==> src/rtl/hec_pkg.sv <==
package hec_pkg;
  localparam int HEC_W    = 8;
  localparam int HDR_W    = 40;
  localparam int DATA_W   = HDR_W - HEC_W;
  localparam logic [HEC_W-1:0] HEC_POLY  = 8'h07;
  localparam logic [HEC_W-1:0] HEC_COSET = 8'h55;

  typedef enum logic {MODE_REPAIR = 1'b0, MODE_CAUTIOUS = 1'b1} hec_mode_e;

  // Serial CRC remainder, MSB first, zero start.
  function automatic logic [HEC_W-1:0] hec_crc(input logic [DATA_W-1:0] d,
                                               input logic [HEC_W-1:0] poly);
    logic [HEC_W-1:0] r;
    logic fb;
    r = '0;
    for (int k = DATA_W - 1; k >= 0; k--) begin
      fb = r[HEC_W-1] ^ d[k];
      r  = {r[HEC_W-2:0], 1'b0} ^ (fb ? poly : '0);
    end
    return r;
  endfunction
endpackage

==> src/rtl/hec_syndrome.sv <==
module hec_syndrome
  import hec_pkg::*;
#(
  parameter logic [HEC_W-1:0] POLY  = HEC_POLY,
  parameter logic [HEC_W-1:0] COSET = HEC_COSET
) (
  input  logic [HDR_W-1:0] hdr,
  output logic [HEC_W-1:0] syn
);
  always_comb begin
    syn = hec_crc(hdr[HDR_W-1:HEC_W], POLY) ^ COSET ^ hdr[HEC_W-1:0];
  end
endmodule

==> src/rtl/hec_bitfix.sv <==
module hec_bitfix
  import hec_pkg::*;
#(
  parameter logic [HEC_W-1:0] POLY = HEC_POLY
) (
  input  logic [HEC_W-1:0] syn,
  output logic [HDR_W-1:0] flip_mask,
  output logic             single
);
  localparam logic [DATA_W-1:0] ONE_D = {{(DATA_W-1){1'b0}}, 1'b1};
  localparam logic [HEC_W-1:0]  ONE_C = {{(HEC_W-1){1'b0}}, 1'b1};

  for (genvar i = 0; i < HDR_W; i++) begin : g_pos
    if (i < HEC_W) begin : g_chk
      localparam logic [HEC_W-1:0] PAT = ONE_C << i;
      assign flip_mask[i] = (syn == PAT);
    end else begin : g_dat
      localparam logic [HEC_W-1:0] PAT = hec_crc(ONE_D << (i - HEC_W), POLY);
      assign flip_mask[i] = (syn == PAT);
    end
  end

  assign single = |flip_mask;
endmodule

==> src/rtl/hec_mode_fsm.sv <==
module hec_mode_fsm
  import hec_pkg::*;
(
  input  logic clk,
  input  logic rst,
  input  logic strobe,
  input  logic sync_lost,
  input  logic err,
  input  logic single,
  output logic keep,
  output logic repair
);
  hec_mode_e mode_q, mode_d;

  always_comb begin
    repair = err && single && (mode_q == MODE_REPAIR);
    keep   = !err || repair;
    mode_d = mode_q;
    if (strobe) mode_d = err ? MODE_CAUTIOUS : MODE_REPAIR;
    if (sync_lost) mode_d = MODE_REPAIR;
  end

  always_ff @(posedge clk) begin
    if (rst) mode_q <= MODE_REPAIR;
    else     mode_q <= mode_d;
  end
endmodule

==> src/rtl/hec_guard.sv <==
module hec_guard
  import hec_pkg::*;
#(
  parameter logic [HEC_W-1:0] POLY  = HEC_POLY,
  parameter logic [HEC_W-1:0] COSET = HEC_COSET
) (
  input  logic             clk,
  input  logic             rst,
  input  logic             sync_lost,
  input  logic             hdr_valid,
  input  logic [HDR_W-1:0] hdr_in,
  output logic             dec_valid,
  output logic             dec_pass,
  output logic             dec_fixed,
  output logic             dec_err,
  output logic [HDR_W-1:0] hdr_out
);
  logic [HEC_W-1:0] syn;
  logic [HDR_W-1:0] flip_mask;
  logic             single, err, keep, repair;

  hec_syndrome #(.POLY(POLY), .COSET(COSET)) u_syn (
    .hdr(hdr_in), .syn(syn)
  );

  hec_bitfix #(.POLY(POLY)) u_fix (
    .syn(syn), .flip_mask(flip_mask), .single(single)
  );

  assign err = |syn;

  hec_mode_fsm u_fsm (
    .clk(clk), .rst(rst), .strobe(hdr_valid), .sync_lost(sync_lost),
    .err(err), .single(single), .keep(keep), .repair(repair)
  );

  always_ff @(posedge clk) begin
    if (rst) begin
      dec_valid <= 1'b0;
      dec_pass  <= 1'b0;
      dec_fixed <= 1'b0;
      dec_err   <= 1'b0;
      hdr_out   <= '0;
    end else begin
      dec_valid <= hdr_valid;
      dec_pass  <= hdr_valid && keep;
      dec_fixed <= hdr_valid && repair;
      dec_err   <= hdr_valid && err;
      if (hdr_valid) hdr_out <= repair ? (hdr_in ^ flip_mask) : hdr_in;
    end
  end
endmodule

==> config.mk <==
export PLATFORM = sky130hd
export DESIGN_NAME = hec_guard
export DESIGN_NICKNAME = d
export VERILOG_FILES = /design/src/rtl/hec_pkg.sv /design/src/rtl/hec_syndrome.sv /design/src/rtl/hec_bitfix.sv /design/src/rtl/hec_mode_fsm.sv /design/src/rtl/hec_guard.sv
export SDC_FILE = /design/constraint.sdc
export NUM_CORES = 1
export LEC_CHECK = 0
export ABC_AREA = 1
export BUFFER_PORTS_ARGS = -buffer_cell sky130_fd_sc_hd__buf_2
export CAP_MARGIN = 20
export CORE_ASPECT_RATIO = 1.75
export CORE_MARGIN = 2
export CORE_UTILIZATION = 40
export CTS_CLUSTER_DIAMETER = 150
export DETAILED_ROUTE_END_ITERATION = 10
export PLACE_DENSITY = 0.62
export SETUP_SLACK_MARGIN = 0.4
export SLEW_MARGIN = 0
export SYNTH_ARGS = -nofsm -noshare
export SYNTH_HDL_FRONTEND = slang
export SYNTH_SLANG_ARGS = --single-unit
==> constraint.sdc <==
create_clock -name clk -period 10.1 [get_ports clk]
set_input_delay 1.01 -clock clk [delete_from_list [all_inputs] [get_ports clk]]
set_output_delay 1.01 -clock clk [all_outputs]
set_load 0.05 [all_outputs]
==> impl_metrics.sql, run 1 <==
INSERT INTO impl_metrics (metric_group, metric, value, unit) VALUES
('status', 'run_status', 'completed', ''),
('worst_setup_path', 'setup.worst_path.end_class', 'flop', ''),
('die', 'start_util', '41.1', '%'),
('route', 'drt_iter0_markers', '298', ''),
('grt', 'global_route_wire_length_before_repair', '27800', 'um'),
('place', 'quantity_of_i_o_buffers_inserted_on_ports', '87', ''),
('worst_setup_path', 'timing.critical_path.required', '10.34', 'ns'),
('sta', 'worst_pin_slew', '0.806', 'ns'),
('clock_tree', 'cts.hold.buffers_added', '0', ''),
('finish', 'fill_cells', '1382', ''),
('synth', 'postSynthNetCount', '976', ''),
('clock_tree', 'cts_tree', 'yes', ''),
('clock_tree', 'clock_tree.htree_level_count', '2', ''),
('synth', 'ys_warn_count', '0', ''),
('die', 'floorplan.die.width', '88.0', 'um'),
('sta', 'max_freq', '171', 'MHz'),
('worst_setup_path', 'worst_path_largest_cell_delay', '0.88', 'ns'),
('clock_tree', 'clock_insertion_delay_worst_skew', '0.29', 'ns'),
('clock_tree', 'post_cts_resized', '0', ''),
('pwr', 'power.density_cell_area', '281', 'nW/um^2'),
('clock_tree', 'tritoncts_buffer_count', '5', ''),
('route', 'vias', '5763', ''),
('sta', 'rsz_0062_raised_after_global_routing', 'no', ''),
('worst_setup_path', 'timing.critical_path.max_delay_family', 'simple AND/OR/NAND/NOR gates', ''),
('die', 'standard_cell_row_count', '53', ''),
('hold_path', 'worstHoldPathType', 'reg -> reg', ''),
('die', 'io_pins', '88', ''),
('route', 'route.final.wire_length', '18000', 'um'),
('grt', 'grt_antenna_before_repair', '0', ''),
('sta', 'final_number_of_setup_violating_endpoints', '0', ''),
('clock_tree', 'clock_edge_transition_at_the_registers_on_the_reported_setup_and_hold_paths', '0.07', 'ns'),
('route', 'detail_route.drc_violations', '0', ''),
('finish', 'layout-drive-gt1-share', '15.7', '%'),
('worst_setup_path', 'cp_num_buf_inv', '4', ''),
('sta', 'timing.final.crit_period', '5.84', 'ns'),
('sta', 'final_hold_viol_count', '0', ''),
('pwr', 'leakagePower', '3.40', 'nW'),
('clock_tree', 'root_buffer', 'clkbuf_16', ''),
('sta', 'clock-skew-final', '0.0118', 'ns'),
('synth', 'synth.avg_cell_area', '5.29', 'um^2'),
('route', 'postRouteAntennaNets', '0', ''),
('clock_tree', 'cts.sinks', '45', ''),
('die', 'die_y', '151', 'um'),
('finish', 'finalCoreUtilization', '46.8', '%'),
('finish', 'area_added_between_synthesis_and_finish', '13.9', '%'),
('synth', 'netlist_instances', '932', ''),
('place', 'dp_hpwl', '14900', 'um'),
('route', 'detail_route.vias_per_cell', '4.93', ''),
('grt', 'gr-total-overflow', '0', ''),
('synth', 'ys_seq_elements', '45', ''),
('worst_setup_path', 'cp.arrival', '6.08', 'ns'),
('job', 'max_cap_viol', '0', ''),
('clock_tree', 'clk_path_buf_depth', '2', ''),
('worst_setup_path', 'cp-start-kind', 'primary input', ''),
('worst_setup_path', 'timing.critical_path.fanout_max', '41', ''),
('route', 'wl_per_cell', '15.4', 'um'),
('sta', 'min_period_over_period', '57.8', '%'),
('die', 'die-area', '13300', 'um^2'),
('grt', 'first_global_vias', '5501', ''),
('sta', 'finalMaxSlewViolations', '0', ''),
('route', 'detailedRoute.firstPassIterationCount', '8', ''),
('worst_setup_path', 'timing.critical_path.mode_cell', 'nand2_1', ''),
('synth', 'syn-cell-area', '4930', 'um^2'),
('finish', 'n_antenna_cell', '0', ''),
('synth', 'synth.distinct_cells', '25', ''),
('clock_tree', 'setup_fix_buffers_added_after_clock_tree_synthesis', '0', ''),
('die', 'design.core.area', '12000', 'um^2'),
('worst_setup_path', 'crit_type', 'in -> reg', ''),
('pwr', 'worst_case_vdd_ir_drop', '139', 'uV'),
('sta', 'totalNegativeSetupSlack', '0', 'ns'),
('finish', 'final_common_cell', 'nand2_1', ''),
('finish', 'num-nets-final', '1046', ''),
('finish', 'final_cell_mix', 'nand2_1 (341), nand3_1 (194), nor2_1 (112), inv_1 (101), buf_2 (87)', ''),
('sta', 'slew-limit-headroom', '46.3', '%'),
('finish', 'layout.cell_area.non_filler', '5620', 'um^2'),
('synth', 'synth_sequential_area_ratio', '18.3', '%'),
('worst_setup_path', 'cp_slowest_cell', 'nand2_2', ''),
('grt', 'grt_start_max_net_pins', '82', ''),
('pwr', 'total_power', '1.58', 'mW'),
('place', 'placement.cell_area', '5450', 'um^2'),
('place', 'globalplace.congestion', '1.01', ''),
('grt', 'grt_util_all_layers', '27.6', '%');
==> sequential cells by signal, summed over array words and instances (netlist names) <==
name	count
dec_valid	1
dec_err	1
u_fsm.mode_q	1
dec_pass	1
hdr_out	40
dec_fixed	1
==> cell usage after synthesis <==
library cell,instances,area share [%]
a2111oi_0,1,0.18
a211oi_1,1,0.15
a21oi_1,1,0.10
buf_1,1,0.076
buf_2,9,0.91
buf_4,3,0.46
buf_6,1,0.23
buf_8,1,0.30
clkbuf_1,11,0.84
clkinv_1,1,0.076
dfxtp_1,45,18
inv_1,101,7.7
inv_2,12,0.91
nand2_1,341,26
nand2_2,32,4.1
nand3_1,194,20
nand3_2,2,0.41
nand4_1,2,0.25
nor2_1,112,8.5
nor2_2,10,1.3
nor2_4,2,0.46
xnor2_1,3,0.53
xor2_1,44,7.8
xor2_2,1,0.33
xor2_4,1,0.56
==> final cells by class <==
cell class / instances / area [um^2] / area share [%]
clock buffer: 5 / 125 / 2.23
clock inverter: 3 / 43.8 / 0.779
inverter: 114 / 428 / 7.61
multi-input combinational: 747 / 3470 / 61.7
sequential: 45 / 901 / 16.0
tap: 165 / 206 / 3.67
timing repair buffer: 89 / 450 / 8.01
==> kinds of logic (layout without fill, tap and decap cells) <==
| family | after synthesis | in the layout | synth area share [%] |
|---|---|---|---|
| buffers and inverters | 140 | 211 | 11.5 |
| xor gates and xnor gates | 49 | 49 | 9.23 |
| AOI/OAI and AO/OA | 3 | 3 | 0.431 |
| and+or+nand+nor | 695 | 695 | 60.6 |
| DFF | 45 | 45 | 18.3 |
==> worst reg2reg max path: cells and delay by family, from the launching register on <==
kind | cells | cell delay, ns
AND/OR/NAND/NOR | 4 | 0.92
flip-flops | 1 | 0.31
buffers and inverters | 2 | 0.11
==> metal layers <==
| metal | part of all wire [%] | global-route usage [%] | wire (um) | vias to the layer above |
|---|---|---|---|---|
| li1 | - | - | - | 3018 |
| met1 | 35 | 27.0 | 6260 | 2519 |
| met2 | 53 | 51.3 | 9610 | 164 |
| met3 | 2.9 | 2.29 | 516 | 62 |
| met4 | 8.9 | 21.5 | 1590 | 0 |
| met5 | 0 | 0 | 0 | - |
==> through the flow <==
step                      cells  setup slack, ns  hold slack (ns)
final                      1168             4.26            0.505
after global routing       1168             3.73            0.557
after CTS                  1168             4.34            0.513
after detailed placement   1160             4.05            0.500
after global placement     1160             4.05            0.469
after floorplan             932             6.16            0.587
==> power breakdown <==
group | internal, mW | switching (mW)
registers | 0.223 | 0.0211
logic | 0.291 | 0.851
clock network | 0.117 | 0.0737
==> worst paths after layout <==
kind	to	slack, ns	from	cells past startpoint
max	hdr_out[38]	4.26	hdr_in[39]	34
max reg2reg	hdr_out[32]	8.66	u_fsm.mode_q	6
min reg2reg	hdr_out[20]	0.50	hdr_out[20]	2
min	hdr_out[20]	0.50	hdr_out[20]	2
Power figures use the tool's default switching activity.
==> inputs of run 2 (changes only) <==
Settings changed: ABC_AREA 1 to 0, PLACE_DENSITY 0.62 to 0.66.
Clock period 10.1 ns to 5 ns, I/O delays scaled along.
==> impl_metrics.sql, run 2 <==
INSERT INTO impl_metrics (metric_group, metric, value, unit) VALUES
('status', 'run_status', 'completed', ''),
('worst_setup_path', 'cp-start-kind', 'primary input', ''),
('sta', 'finalMaxSlewViolations', '0', ''),
('synth', 'synth.distinct_cells', '56', ''),
('hold_path', 'worstHoldPathType', 'in -> reg', ''),
('worst_setup_path', 'cp.arrival', '4.55', 'ns'),
('grt', 'gr-total-overflow', '0', ''),
('synth', 'yosys.area_share.simple', '19.5', '%'),
('synth', 'synth-compound-area-share', '15.0', '%'),
('place', 'placement.cell_area', '4540', 'um^2'),
('synth', 'number_of_enable_type_register_cells_in_the_synthesized_netlist', '0', ''),
('finish', 'top_register', 'hdr_out', ''),
('worst_setup_path', 'timing.critical_path.fanout_max', '7', ''),
('worst_setup_path', 'setup.worst_path.end_class', 'flop', ''),
('synth', 'synth_sequential_area_ratio', '22.5', '%'),
('finish', 'fill_cells', '992', ''),
('pwr', 'power.share.switching', '57.5', '%'),
('synth', 'synth_top_family_by_area', 'XOR/XNOR gates', ''),
('place', 'place_worst_setup_slack', '0.441', 'ns'),
('finish', 'layout-drive-gt1-share', '25.9', '%'),
('die', 'die_y', '136', 'um'),
('sta', 'final_hold_viol_count', '0', ''),
('place', 'globalplace.congestion', '1.01', ''),
('grt', 'global_route_wire_length_before_repair', '20100', 'um'),
('route', 'vias', '3644', ''),
('synth', 'synth-async-reset-ratio', '0', '%'),
('pwr', 'pwr-share-comb', '80.6', '%'),
('place', 'quantity_of_i_o_buffers_inserted_on_ports', '87', ''),
('synth', 'netlist_instances', '455', ''),
('synth', 'synth.top_cells.by_count', 'nor2_1 (72), xnor2_1 (58), dfxtp_1 (45), a211oi_1 (40), xor2_1 (36)', ''),
('sta', 'max_freq', '232', 'MHz'),
('clock_tree', 'clock_tree.htree_level_count', '2', ''),
('finish', 'number_of_flip_flops_in_the_largest_register', '40', ''),
('die', 'io_pins', '88', ''),
('worst_setup_path', 'crit_type', 'in -> reg', ''),
('synth', 'synth-xor-area-share', '37.2', '%'),
('finish', 'num-nets-final', '575', ''),
('sta', 'totalNegativeSetupSlack', '0', 'ns'),
('die', 'standard_cell_row_count', '48', ''),
('grt', 'grt_start_max_net_pins', '56', ''),
('grt', 'grt_util_all_layers', '24.8', '%'),
('grt', 'first_global_vias', '3560', ''),
('pwr', 'share_of_power_burned_in_registers', '10.5', '%'),
('finish', 'final_common_cell', 'buf_2', ''),
('job', 'max_cap_viol', '0', ''),
('clock_tree', 'tritoncts_buffer_count', '5', ''),
('clock_tree', 'root_buffer', 'clkbuf_16', ''),
('clock_tree', 'cts.sinks', '45', ''),
('route', 'detail_route.vias_per_cell', '5.55', ''),
('synth', 'synth.avg_cell_area', '8.80', 'um^2'),
('synth', 'yosys-mux-area-fraction', '2.81', '%'),
('synth', 'synth_top_area_share', '22.5', '%'),
('synth', 'yosys_most_used_dff', 'dfxtp_1', ''),
('worst_setup_path', 'timing.critical_path.max_delay_family', 'XOR/XNOR gates', ''),
('die', 'design.core.area', '9790', 'um^2'),
('worst_setup_path', 'ff_to_ff_setup_slack', '3.02', 'ns'),
('synth', 'syn-cell-area', '4000', 'um^2'),
('synth', 'most_used_standard_cell_by_instance_count_after_synthesis', 'nor2_1', ''),
('route', 'detailedRoute.firstPassIterationCount', '4', ''),
('pwr', 'power_frac_clock', '8.9', '%'),
('sta', 'timing.final.crit_period', '4.32', 'ns'),
('worst_setup_path', 'cp_num_buf_inv', '1', ''),
('worst_setup_path', 'worst_r2r_endpoint', 'hdr_out[18]', ''),
('clock_tree', 'setup_fix_buffers_added_after_clock_tree_synthesis', '0', ''),
('sta', 'clock-skew-final', '0.00502', 'ns'),
('pwr', 'worst_case_vdd_ir_drop', '531', 'uV'),
('synth', 'post_synth_fa_ha_maj_area_fraction', '0', '%'),
('clock_tree', 'cts.hold.buffers_added', '0', ''),
('route', 'detail_route.drc_violations', '0', ''),
('synth', 'ys_warn_count', '0', ''),
('route', 'drt_iter0_markers', '188', ''),
('die', 'start_util', '40.9', '%'),
('synth', 'postSynthNetCount', '499', ''),
('clock_tree', 'post_cts_resized', '0', ''),
('grt', 'grt_antenna_before_repair', '0', ''),
('finish', 'final_cell_mix', 'buf_2 (87), nor2_1 (72), xnor2_1 (58), dfxtp_1 (45), a211oi_1 (40)', ''),
('pwr', 'power.internal', '1.65', 'mW'),
('finish', 'n_antenna_cell', '0', ''),
('sta', 'slew-limit-headroom', '44.8', '%'),
('clock_tree', 'clk_path_buf_depth', '2', ''),
('hold_path', 'min_from', 'sync_lost', ''),
('route', 'wl_per_cell', '20.4', 'um'),
('route', 'postRouteAntennaNets', '0', ''),
('worst_setup_path', 'timing.critical_path.required', '5.23', 'ns'),
('die', 'floorplan.die.width', '79.6', 'um'),
('synth', 'ys_seq_elements', '45', ''),
('sta', 'rsz_0062_raised_after_global_routing', 'no', ''),
('sta', 'min_period_over_period', '86.4', '%'),
('route', 'route.final.wire_length', '13400', 'um'),
('worst_setup_path', 'crit-reg2reg-launch', 'u_fsm.mode_q', ''),
('pwr', 'leakagePower', '1.89', 'nW'),
('worst_setup_path', 'worst_path_largest_cell_delay', '0.68', 'ns'),
('synth', 'synthDominantAreaCellType', 'dfxtp_1', ''),
('sta', 'worst_slack', '0.681', 'ns'),
('hold_path', 'hold-path-endpoint', 'u_fsm.mode_q', ''),
('clock_tree', 'clock_edge_transition_at_the_registers_on_the_reported_setup_and_hold_paths', '0.07', 'ns'),
('sta', 'final_number_of_setup_violating_endpoints', '0', ''),
('hold_path', 'cell_depth_of_the_worst_min_delay_path', '2', ''),
('finish', 'finalCoreUtilization', '47.9', '%'),
('clock_tree', 'clock_insertion_delay_worst_skew', '0.29', 'ns'),
('sta', 'worst_pin_slew', '0.804', 'ns'),
('clock_tree', 'cts_tree', 'yes', ''),
('synth', 'synthTopCellsByArea', 'dfxtp_1 (23%), xnor2_1 (13%), xor2_1 (7.9%)', ''),
('pwr', 'power.density_cell_area', '828', 'nW/um^2'),
('finish', 'area_added_between_synthesis_and_finish', '17.1', '%'),
('worst_setup_path', 'crit_path_cell_trace', 'buf_2, xor2_2, xnor2_1, xnor3_1, xnor2_2, xor2_1, nand2_1, o32ai_1, o21bai_1, a2111oi_2, a2111oi_0, a41o_1, a21oi_1', ''),
('pwr', 'power.net_switching', '2.23', 'mW'),
('worst_setup_path', 'cp_slowest_cell', 'o32ai_1', ''),
('place', 'dp_hpwl', '11000', 'um'),
('worst_setup_path', 'depth_of_the_worst_register_to_register_path', '4', ''),
('finish', 'layout.cell_area.non_filler', '4690', 'um^2'),
('die', 'die-area', '10900', 'um^2');
-- run 2: cell count changes in the layout (fill, tap and decap cells not counted), moves of 11 or more --
cell      change
nand2_1     -313
nand2_2      -32
xnor3_1      +13
nor2_1       -40
nor3_1       +17
xnor2_1      +55
nand3_1     -189
inv_1        -98
a211oi_1     +39
inv_2        -11
-- run 2: how the worst max path moves through the flow --
stage                    start  endpoint  depth (start not counted)
floorplan           hdr_in[39]  dec_pass                         13
detailed placement  hdr_in[34]  dec_pass                         13
global route        hdr_in[34]  dec_pass                         13
CTS                 hdr_in[34]  dec_pass                         13
global placement    hdr_in[33]  dec_pass                         13
finish              hdr_in[34]  dec_pass                         13
-- run 2: cells by family after synthesis --
logic type,count (synthesis)
simple gates,164
xor+xnor,126
compound gates,81
flops,45
buf+inv,28
mux,11
-- run 2: area by class of cell --
cell class	count	area [um^2]	share of cell area, %
Tap cell	125	156	3.34
Sequential cell	45	901	19.2
Multi-Input combinational cell	382	2990	63.7
Inverter	4	15.0	0.320
Clock buffer	5	125	2.67
Timing Repair Buffer	93	480	10.2
Clock inverter	3	25.0	0.534
-- run 2: layer usage --
layer | part of all wire [%] | vias to the layer above | routed length, um | GRT usage [%]
met3 | 4.0 | 40 | 531 | 2.52
li1 | - | 1742 | - | -
met5 | 0 | - | 0 | 0
met1 | 37 | 1734 | 4920 | 25.9
met2 | 54 | 128 | 7280 | 47.4
met4 | 5.1 | 0 | 691 | 12.5
-- run 2: power groups by stage --
stage	Combinational, mW	Sequential [mW]	Clock, mW
2_1_floorplan	2.17	0.516	0
5_1_grt	3.30	0.410	0.362
6_report	3.13	0.407	0.344
3_3_place_gp	3.02	0.414	0
4_1_cts	3.06	0.407	0.353
3_5_place_dp	3.04	0.415	0
-- run 2: stage by stage --
step	total power, mW	cells	hold slack (ns)
final	3.88	657	0.367
after global routing	4.07	657	0.371
after CTS	3.82	657	0.362
after detailed placement	3.46	649	0.476
after global placement	3.44	649	0.474
after floorplan	2.68	455	0.590
==> inputs of run 3 (changes only) <==
Settings changed: BUFFER_PORTS_ARGS -buffer_cell sky130_fd_sc_hd__buf_2 to -buffer_cell sky130_fd_sc_hd__clkbuf_2.
==> impl_metrics.sql, run 3 (synthesis gave the netlist of run 2 again) <==
INSERT INTO impl_metrics (metric_group, metric, value, unit) VALUES
('status', 'run_status', 'completed', ''),
('route', 'drt_iter0_markers', '203', ''),
('worst_setup_path', 'cp-start-kind', 'primary input', ''),
('die', 'die-area', '10900', 'um^2'),
('grt', 'global_route_wire_length_before_repair', '20100', 'um'),
('route', 'detail_route.drc_violations', '0', ''),
('pwr', 'leakagePower', '1.87', 'nW'),
('clock_tree', 'clock_insertion_delay_worst_skew', '0.29', 'ns'),
('sta', 'slew-limit-headroom', '28.7', '%'),
('clock_tree', 'root_buffer', 'clkbuf_16', ''),
('worst_setup_path', 'crit_cells', '13', ''),
('grt', 'grt_start_max_net_pins', '84', ''),
('sta', 'min_period_over_period', '88.3', '%'),
('clock_tree', 'tritoncts_buffer_count', '5', ''),
('route', 'routed.top_layer', 'met4', ''),
('die', 'floorplan.die.width', '79.6', 'um'),
('worst_setup_path', 'crit-reg2reg-launch', 'u_fsm.mode_q', ''),
('worst_setup_path', 'timing.critical_path.max_delay_family', 'XOR/XNOR gates', ''),
('route', 'route.final.wire_length', '13100', 'um'),
('route', 'wl_per_cell', '20.0', 'um'),
('sta', 'worst_pin_slew', '1.07', 'ns'),
('grt', 'gr-total-overflow', '0', ''),
('sta', 'final_number_of_setup_violating_endpoints', '0', ''),
('worst_setup_path', 'timing.critical_path.required', '5.18', 'ns'),
('finish', 'n_antenna_cell', '0', ''),
('clock_tree', 'clock_edge_transition_at_the_registers_on_the_reported_setup_and_hold_paths', '0.07', 'ns'),
('sta', 'final_hold_viol_count', '0', ''),
('sta', 'totalNegativeSetupSlack', '0', 'ns'),
('route', 'met3WireLength', '519', 'um'),
('route', 'detail_route.vias_per_cell', '5.53', ''),
('die', 'design.core.area', '9790', 'um^2'),
('die', 'die_y', '136', 'um'),
('worst_setup_path', 'cp_slowest_cell', 'mux2i_1', ''),
('clock_tree', 'setup_fix_buffers_added_after_clock_tree_synthesis', '0', ''),
('finish', 'area_of_all_sequential_standard_cells', '901', 'um^2'),
('worst_setup_path', 'crit_path_cell_trace', 'clkbuf_2, xnor2_2, xnor3_1, xnor2_1, xnor2_1, xnor3_2, mux2i_1, nor3b_1, o21ai_0, a41oi_1, a21oi_1, a41o_1, a21oi_1', ''),
('grt', 'first_global_vias', '3604', ''),
('finish', 'layout-drive-gt1-share', '26.0', '%'),
('grt', 'grt_util_all_layers', '24.7', '%'),
('finish', 'top_register', 'hdr_out', ''),
('clock_tree', 'clock_tree.htree_level_count', '2', ''),
('finish', 'area_added_between_synthesis_and_finish', '17.0', '%'),
('worst_setup_path', 'worst_path_largest_cell_delay', '0.70', 'ns'),
('hold_path', 'min_from', 'sync_lost', ''),
('worst_setup_path', 'ff_to_ff_setup_slack', '2.90', 'ns'),
('job', 'max_cap_viol', '0', ''),
('sta', 'worst_slack', '0.585', 'ns'),
('route', 'detailroute.wirelength.met2', '6840', 'um'),
('place', 'dp_hpwl', '10900', 'um'),
('route', 'postRouteAntennaNets', '0', ''),
('place', 'place_worst_setup_slack', '0.312', 'ns'),
('die', 'io_pins', '88', ''),
('worst_setup_path', 'cp.arrival', '4.60', 'ns'),
('grt', 'grt_antenna_before_repair', '0', ''),
('finish', 'final_common_cell', 'clkbuf_2', ''),
('worst_setup_path', 'depth_of_the_worst_register_to_register_path', '4', ''),
('sta', 'clock-skew-final', '0.00544', 'ns'),
('sta', 'timing.final.crit_period', '4.41', 'ns'),
('worst_setup_path', 'timing.critical_path.fanout_max', '8', ''),
('hold_path', 'worstHoldPathType', 'in -> reg', ''),
('die', 'start_util', '40.9', '%'),
('sta', 'max_freq', '227', 'MHz'),
('pwr', 'worst_case_vdd_ir_drop', '580', 'uV'),
('worst_setup_path', 'setup.worst_path.end_class', 'flop', ''),
('clock_tree', 'clk_path_buf_depth', '2', ''),
('route', 'detailedRoute.firstPassIterationCount', '5', ''),
('finish', 'multiInputGateArea', '3000', 'um^2'),
('place', 'globalplace.congestion', '1.04', ''),
('worst_setup_path', 'cp_num_buf_inv', '1', ''),
('pwr', 'power.density_cell_area', '831', 'nW/um^2'),
('sta', 'finalMaxSlewViolations', '0', ''),
('finish', 'fill_cells', '969', ''),
('worst_setup_path', 'timing.critical_path.from', 'hdr_in[36]', ''),
('place', 'quantity_of_i_o_buffers_inserted_on_ports', '87', ''),
('clock_tree', 'cts_tree', 'yes', ''),
('worst_setup_path', 'critical_path.endpoint', 'dec_pass', ''),
('worst_setup_path', 'crit_type', 'in -> reg', ''),
('clock_tree', 'cts.sinks', '45', ''),
('die', 'standard_cell_row_count', '48', ''),
('sta', 'rsz_0062_raised_after_global_routing', 'no', ''),
('finish', 'number_of_flip_flops_in_the_largest_register', '40', ''),
('finish', 'final_cell_mix', 'clkbuf_2 (87), nor2_1 (72), xnor2_1 (58), dfxtp_1 (45), a211oi_1 (40)', ''),
('worst_setup_path', 'worst_r2r_endpoint', 'hdr_out[17]', ''),
('route', 'route.layer.met1.wl', '4760', 'um'),
('route', 'vias', '3625', ''),
('finish', 'num-nets-final', '573', '');
-- run 3: cell count changes in the layout (fill, tap and decap cells not counted), sizes merged --
cell and change:
buf -89, clkbuf +87, clkinv +1, inv -1
-- run 3: worst min path at each step --
stage	cells after the start	to	slack [ns]
CTS	2	u_fsm.mode_q	0.38
detailed placement	2	hdr_out[12]	0.48
global placement	2	hdr_out[5]	0.48
global route	2	u_fsm.mode_q	0.40
floorplan	1	u_fsm.mode_q	0.59
finish	2	u_fsm.mode_q	0.39
-- run 3: final cells by class --
type,instances,area share [%]
multi-input combinational,382,64.0
inverter,4,0.321
clock inverter,3,0.534
clock buffer,5,2.67
tap,125,3.34
timing repair buffer,91,9.94
sequential,45,19.2
-- run 3: per-layer routing --
layer,GRT usage (%),vias to the layer above
met4,17.7,0
li1,-,1739
met2,44.4,143
met1,26.6,1698
met3,1.93,45
met5,0,-
-- run 3: through the flow --
step	util (%)	power, mW	area (um^2)	hold WS, ns	instances
final	47.8	3.89	4680	0.385	655
after global routing	47.8	4.11	4680	0.396	655
after CTS	47.7	3.81	4670	0.384	655
after detailed placement	46.2	3.46	4520	0.478	647
after global placement	46.2	3.46	4520	0.475	647
after floorplan	-	2.68	4000	0.590	455
-- run 3: worst reg2reg max path: stages (launching register included) --
cell      delay, ns
dfxtp_1        0.53
or2_2          0.44
nor4_1         0.62
xnor2_1        0.18
a211oi_1       0.24
-- run 3: power by group --
group	internal (mW)	total (mW)	switching, mW	leakage (nW)
sequential	0.390	0.408	0.0177	0.374
combinational	1.06	3.15	2.09	1.42
clock	0.188	0.338	0.150	0.0704
total	1.64	3.89	2.25	1.87
-- run 3: timing repair --
action | in CTS | in global routing
hold buffers | 0 | 0
endpoints found under the setup margin | 0 | 2
resized for setup | 0 | 2
endpoints found under the hold margin | 0 | 0
